$ cat src/rtl/run_window_writer.sv
module run_window_writer #(
  parameter int COLS      = 128,
  parameter int ROWS      = 96,
  parameter logic [7:0] OP_COL    = 8'h15,
  parameter logic [7:0] OP_ROW    = 8'h75,
  parameter logic [7:0] OP_REMAP  = 8'hA0,
  parameter logic [7:0] REMAP_ARG = 8'h52,
  parameter logic [7:0] FILL      = 8'h00
) (
  input  logic       clk,
  input  logic       rst_n,
  input  logic       run_go,
  input  logic       clear_go,
  input  logic [6:0] row,
  input  logic [7:0] col,
  input  logic [7:0] npix,
  input  logic       pix_valid,
  input  logic [7:0] pix_data,
  output logic       pix_ready,
  output logic       tx_valid,
  output logic [7:0] tx_data,
  output logic       tx_cmd,
  input  logic       tx_ready,
  output logic       busy,
  output logic       err,
  output logic       done
);
  localparam int ROW_BYTES = COLS / 2;
  localparam int TOTAL     = ROW_BYTES * ROWS;
  localparam int NW        = $clog2(TOTAL + 1);

  logic          in_data, is_clr;
  logic [2:0]    idx;
  logic [NW-1:0] left;
  logic [7:0]    w_c0, w_c1, w_r0, w_r1;
  logic [7:0]    cmd_byte;
  logic [8:0]    span;
  logic          bad, fire;

  assign span = {1'b0, col} + {1'b0, npix};
  assign bad  = col[0] | npix[0] | (32'(span) > COLS) | (32'(row) >= ROWS);

  assign tx_valid  = busy & (~in_data | is_clr | pix_valid);
  assign pix_ready = busy & in_data & ~is_clr & tx_ready;
  assign tx_cmd    = ~in_data;
  assign fire      = tx_valid & tx_ready;
  assign tx_data   = in_data ? (is_clr ? FILL : pix_data) : cmd_byte;

  always_comb begin
    case (idx)
      3'd0:    cmd_byte = OP_COL;
      3'd1:    cmd_byte = w_c0;
      3'd2:    cmd_byte = w_c1;
      3'd3:    cmd_byte = OP_ROW;
      3'd4:    cmd_byte = w_r0;
      3'd5:    cmd_byte = w_r1;
      3'd6:    cmd_byte = OP_REMAP;
      default: cmd_byte = REMAP_ARG;
    endcase
  end

  always_ff @(posedge clk) begin
    if (!rst_n) begin
      busy    <= 1'b0;
      in_data <= 1'b0;
      is_clr  <= 1'b0;
      idx     <= '0;
      left    <= '0;
      w_c0    <= '0;
      w_c1    <= '0;
      w_r0    <= '0;
      w_r1    <= '0;
      err     <= 1'b0;
      done    <= 1'b0;
    end else begin
      err  <= 1'b0;
      done <= 1'b0;
      if (!busy) begin
        if (clear_go) begin
          busy    <= 1'b1;
          in_data <= 1'b0;
          is_clr  <= 1'b1;
          idx     <= '0;
          left    <= NW'(TOTAL);
          w_c0    <= 8'd0;
          w_c1    <= 8'(ROW_BYTES - 1);
          w_r0    <= 8'd0;
          w_r1    <= 8'(ROWS - 1);
        end else if (run_go && npix != 8'd0) begin
          if (bad) begin
            err <= 1'b1;
          end else begin
            busy    <= 1'b1;
            in_data <= 1'b0;
            is_clr  <= 1'b0;
            idx     <= '0;
            left    <= NW'(npix >> 1);
            w_c0    <= 8'(col >> 1);
            w_c1    <= 8'((span >> 1) - 9'd1);
            w_r0    <= 8'(row);
            w_r1    <= 8'(row);
          end
        end
      end else if (fire) begin
        if (!in_data) begin
          idx <= idx + 3'd1;
          if (idx == 3'd7) in_data <= 1'b1;
        end else begin
          left <= left - NW'(1);
          if (left == NW'(1)) begin
            busy <= 1'b0;
            done <= 1'b1;
          end
        end
      end
    end
  end
endmodule

$ cat config.mk
export PLATFORM = sky130hd
export DESIGN_NAME = run_window_writer
export DESIGN_NICKNAME = d
export VERILOG_FILES = /design/src/rtl/run_window_writer.sv
export SDC_FILE = /design/constraint.sdc
export NUM_CORES = 1
export LEC_CHECK = 0
export ABC_AREA = 1
export BUFFER_PORTS_ARGS = -buffer_cell sky130_fd_sc_hd__buf_2
export CORE_UTILIZATION = 24
export DETAILED_ROUTE_END_ITERATION = 16
export MAX_ROUTING_LAYER = met4
export PLACE_DENSITY = 0.46
export REMOVE_ABC_BUFFERS = 1
export SLEW_MARGIN = 20
export SYNTH_ARGS = -nofsm -noshare
export SYNTH_HDL_FRONTEND = slang
export SYNTH_SLANG_ARGS = --single-unit
$ cat constraint.sdc
create_clock -name clk -period 5.1 [get_ports clk]
set_input_delay 0 -clock clk [delete_from_list [all_inputs] [get_ports clk]]
set_output_delay 0 -clock clk [all_outputs]
set_load 0.03 [all_outputs]
[Word-level counts from Yosys, hierarchy flattened]
Index checks and enable logic that the tools add are counted.
Operators by class
  $add $sub $neg: 4
  bitwise gates (word level): 15
  order comparisons: 2
  reductions and logical operators: 11
  muxes and demuxes: 42
  eq/ne operators: 13
Operator list (count)
  2-to-1 mux 8 bit: 12
  2-to-1 mux 13 bit: 6
  one-hot mux 8 bit (7 select lines): 1
  2-to-1 mux 3 bit: 6
  2-to-1 mux 1 bit: 17
  == test 13 x 1 -> 1 bit (second input constant): 1
  subtractor 13 x 1 -> 13 bit (second input constant): 1
  == test 3 bit (second input constant): 4
  AND reduction 4 bit: 3
  adder 8 x 8 -> 9 bit: 1
  greater-than comparator 9 x 8 -> 1 bit (second input constant): 1
  nonzero test 8 bit: 1
  subtractor 8 x 1 -> 8 bit (second input constant): 1
  >= comparator 7 bit (second input constant): 1
  == test 3 x 2 -> 1 bit (second input constant): 2
  AND reduction 3 bit: 2
  bitwise AND 1 bit: 5
  inverter 1 bit: 5
  OR 1 bit: 5
  inequality test 2 x 1 -> 1 bit (second input constant): 2
  inequality test 2 bit (second input constant): 2
  OR reduction 4 bit: 1
  adder 3 x 1 -> 3 bit (second input constant): 1
  == test 3 x 1 -> 1 bit (second input constant): 1
  other kinds (5): 5
Word-level totals
  register bits after elaboration: 53
  output and inout bits: 14
  bits of input ports: 37

[Depth between registers and ports, before layout]
  depth in word-level cells: 8
  gate-level depth with buffers: 18
  gate-level depth less buffers: 17

[Worst setup path before layout]
OpenSTA, ideal clock, no wires.
  kind: flip-flop to flip-flop
  from: register in_data
  to: register busy
  data arrival time: 1.901 ns
  path buffers: 1
  library setup time: 0.132 ns
  data required time: 4.968 ns
  cell stages (with the launch flop): 11
  path slack: 3.066 ns
  cells stage by stage: dfxtp_1 > buf_4 > inv_1 > nor2_4 > inv_1 > o21ai_1 > inv_1 > nand3_1 > or3b_2 > nand2_1 > a21oi_1
On the way
  word-level cells in the longest chain between the ends: 7
Ends and longest elaborated chain
  start, declared: line 32  | logic in_data, is_clr;
  start signal, assigned: line 65  | in_data <= 1'b0;
  start signal, assigned: line 81  | in_data <= 1'b0;
  start signal, assigned: line 94  | in_data <= 1'b0;
  inverter 1 bit
  named net tx_cmd: line 22  | output logic tx_cmd,
  OR 1 bit (2 in series): line 43  | assign tx_valid = busy & (~in_data | is_clr | pix_valid);
  bitwise AND 1 bit: line 43
  named net tx_valid: line 20  | output logic tx_valid,
  bitwise AND 1 bit: line 46  | assign fire = tx_valid & tx_ready;
  2-to-1 mux 1 bit: line 104  | end else if (fire) begin
  2-to-1 mux 1 bit: line 78  | if (!busy) begin
  end signal, assigned: line 80  | busy <= 1'b1;
  end signal, assigned: line 93  | busy <= 1'b1;
  end signal, assigned: line 111  | busy <= 1'b0;
  end, declared: line 24  | output logic busy,
The timed path passes the listed nets, and every way through them passes these cells.
A chain may end at the register's enable or synchronous reset.

[Worst setup path after layout]
  from: input col[4]
  to: register w_r0[3]
On the way
  word-level cells in the longest chain between the ends: 6
Ends and longest elaborated chain
  start, declared: line 15  | input logic [7:0] col,
  adder 8 x 8 -> 9 bit: line 40  | assign span = {1'b0, col} + {1'b0, npix};
  greater-than comparator 9 x 8 -> 1 bit: line 41  | assign bad = col[0] | npix[0] | (32'(span) > COLS) | (32'(row) >= ROWS);
  OR 1 bit (2 in series): line 41
  inequality test 2 bit (no line)
  AND reduction 3 bit (no line)
  end signal, assigned: line 100  | w_r0 <= 8'(row);
  end, declared: line 35  | logic [7:0] w_c0, w_c1, w_r0, w_r1;
No other way between the ends.

==> out/results.tsv <==
metric	value	unit
yosys_warnings	0	
antenna_found_initial	0	
grt_max_degree	30	
cts.reportedPaths.clkPinSlew	0.07	ns
peakVddDrop	0.125	mV
routedWlPerCell	13.7	µm
worst_slew_pin_slew	0.725	ns
synth-edff-count	0	
place_congestion	0.879	
synth_top_flop_cell	dfxtp_1	
syn_to_final_growth	21.0	%
worstPathRequired	5.32	ns
antenna_cells	0	
crit_path_end_kind	register	
hp-class	in2reg	
die_h	119	µm
vias_per_cell	4.62	
antenna_left	0	
cts_buffers	5	
max_stage_delay	0.53	ns
preCtsSetupSlack	2.52	ns
final_util	29.9	%
critical_path.most_common_cell	nand2_1	
finalHoldWorstSlack	0.0258	ns
rsz0062_at_grt	no	
grt_pass1_vias	3259	
ioPinCount	51	
cp_cell_sequence	dlygate4sd3_1 -> buf_2 -> ha_1 -> a21oi_1 -> nand3_1 -> nand2_1 -> nand2_2 -> nor2_4 -> nand2_1 -> nand2_4 -> nand4_2 -> inv_2 -> nand2_1 -> a21oi_1	
fp-row-count	42	
worstPathArrival	2.87	ns
max_freq	377	MHz
grt_use_total	15.0	%
syn_avg_cell_area	6.61	µm²
post-route-period-util	52.0	%
core-area	13300	µm²
status	complete, no violations	
setup_viol	0	
clkLatencyLatePin	0.29	ns
postSynthCellCount	499	
crit_type	in2reg	
clockBufferDepth	2	
ys_seq_elements	49	
layout_commonest_cell	nand2_1	
grt_pass1_wl	16600	µm
finalNonFillerCells	730	
power.density	297	nW/µm²
dp_cells	709	
drive_above_1_share	14.6	%
slew_violations	0	
finClkSkew	0.00518	ns
hpwl	7470	µm
die_w	119	µm
ctsRootBufferMaster	clkbuf_16	
final_hold_viol_count	0	
period_minus_slack	2.65	ns
h-tree-depth	2	
slew_headroom	51.6	%
yosysSeqAreaShare	29.7	%
critPathLaunchType	input port	
maxCapViolations	0	
dieArea	14200	µm²
p_leak	1.82	nW
syn_area	3300	µm²
grt_overflow_total	0	
nets	609	
wl	9970	µm
clkSinkCount	49	
n_fill_cell	1496	
final_cell_mix	107 x nand2_1, 70 x nor2_1, 58 x inv_1	
synthArstFlopShare	0	%
num_vias	3374	
start_util	24.7	%
cpMaxStageDelayCell	dlygate4sd3_1	
post_cts_buffers	0	
io_buffers	50	
setup_slack	2.45	ns
path_max_fanout	15	
ys_types	42	
fin_setup_tns	0	ns
cts_tree	built	
drc	0	
dr.first_iter.drc_count	162	
dr.pass1.iters	4	
==> power by group <==
part	total [mW]	internal [mW]	switching, mW
Clock	0.400	0.245	0.155
Combinational	0.353	0.121	0.232
Sequential	0.431	0.409	0.0223
==> registers in the layout (all words and copies together), names as in the netlist <==
name / cells
err: 1
busy: 1
done: 1
w_r1: 6
w_c0: 7
w_r0: 7
w_c1: 8
in_data: 1
idx: 3
left: 13
is_clr: 1
==> cells in the mapped netlist, types with 2 or more instances <==
master | instances | share of area, %
buf_2 | 5 | 0.76
buf_4 | 3 | 0.68
nor2_1 | 70 | 8.0
nand3_4 | 2 | 1.1
nand2_1 | 107 | 12
dfxtp_1 | 49 | 30
inv_1 | 58 | 6.6
nor3b_1 | 2 | 0.45
o21ai_1 | 3 | 0.45
o22ai_1 | 2 | 0.38
xnor2_1 | 2 | 0.53
a211oi_1 | 2 | 0.45
a22o_1 | 4 | 1.1
clkbuf_1 | 7 | 0.80
ha_1 | 18 | 6.8
a221oi_1 | 3 | 0.80
nand3_1 | 38 | 5.8
nand3_2 | 2 | 0.61
a21oi_1 | 33 | 5.0
o21ai_0 | 34 | 5.2
a32o_1 | 4 | 1.2
nand2_4 | 2 | 0.68
nor2_4 | 3 | 1.0
nor3_1 | 7 | 1.1
nand4_1 | 15 | 2.8
nand2_2 | 7 | 1.3
xor2_1 | 2 | 0.53
==> logic make-up after synthesis <==
logic type,Yosys count,synth area share (%)
DFF,49,29.7
AOI/OAI and AO/OA,90,15.7
buffers and inverters,76,9.40
adders and majority gates,19,7.43
xor gates and xnor gates,5,1.56
and+or+nand+nor,260,36.2
==> path summary, 6_finish.rpt <==
path | from | to | slack, ns | depth (start not counted)
setup / recovery | col[4] | w_r0[3] | 2.45 | 14
hold / removal | col[1] | w_c0[0] | 0.03 | 3
setup reg to reg | busy | w_c1[7] | 2.57 | 5
hold reg to reg | w_r0[4] | w_r0[4] | 0.49 | 2
==> routing by layer <==
| metal | track usage (%) | vias up | wire, µm |
|---|---|---|---|
| met1 | 19.7 | 1544 | 5030 |
| met5 | - | - | 0 |
| met4 | 4.03 | 0 | 106 |
| met2 | 23.9 | 67 | 4420 |
| li1 | - | 1757 | - |
| met3 | 2.06 | 6 | 413 |
==> worst max-delay path: cells and delay by family <==
family,cells,cell delay [ns]
compound gates,2,0.41
fa+ha+maj,1,0.35
buf+inv,3,1.06
simple gates,8,1.04
==> per-stage QoR <==
stage	total power, mW	area [µm²]
floorplan	0.682	3210
global placement	0.782	3680
detailed placement	0.784	3680
CTS	1.19	3990
global route	1.26	3990
finish	1.18	3990
==> layout make-up <==
class                           instances  area [µm²]  area share (%)
Sequential cell                        49         981            24.6
Tap cell                              176         220            5.52
Clock buffer                            6         139            3.48
Multi-Input combinational cell        374        2010            50.3
Inverter                               60         225            5.64
Timing Repair Buffer                   63         380            9.53
Clock inverter                          2        37.5           0.940
==> what timing repair did <==
item                                   in CTS  in global routing
hold buffers                               13                  0
resized for setup                           0                  0
endpoints found under the hold margin      16                  0
Note: power is estimated with default switching activity, not from simulation.
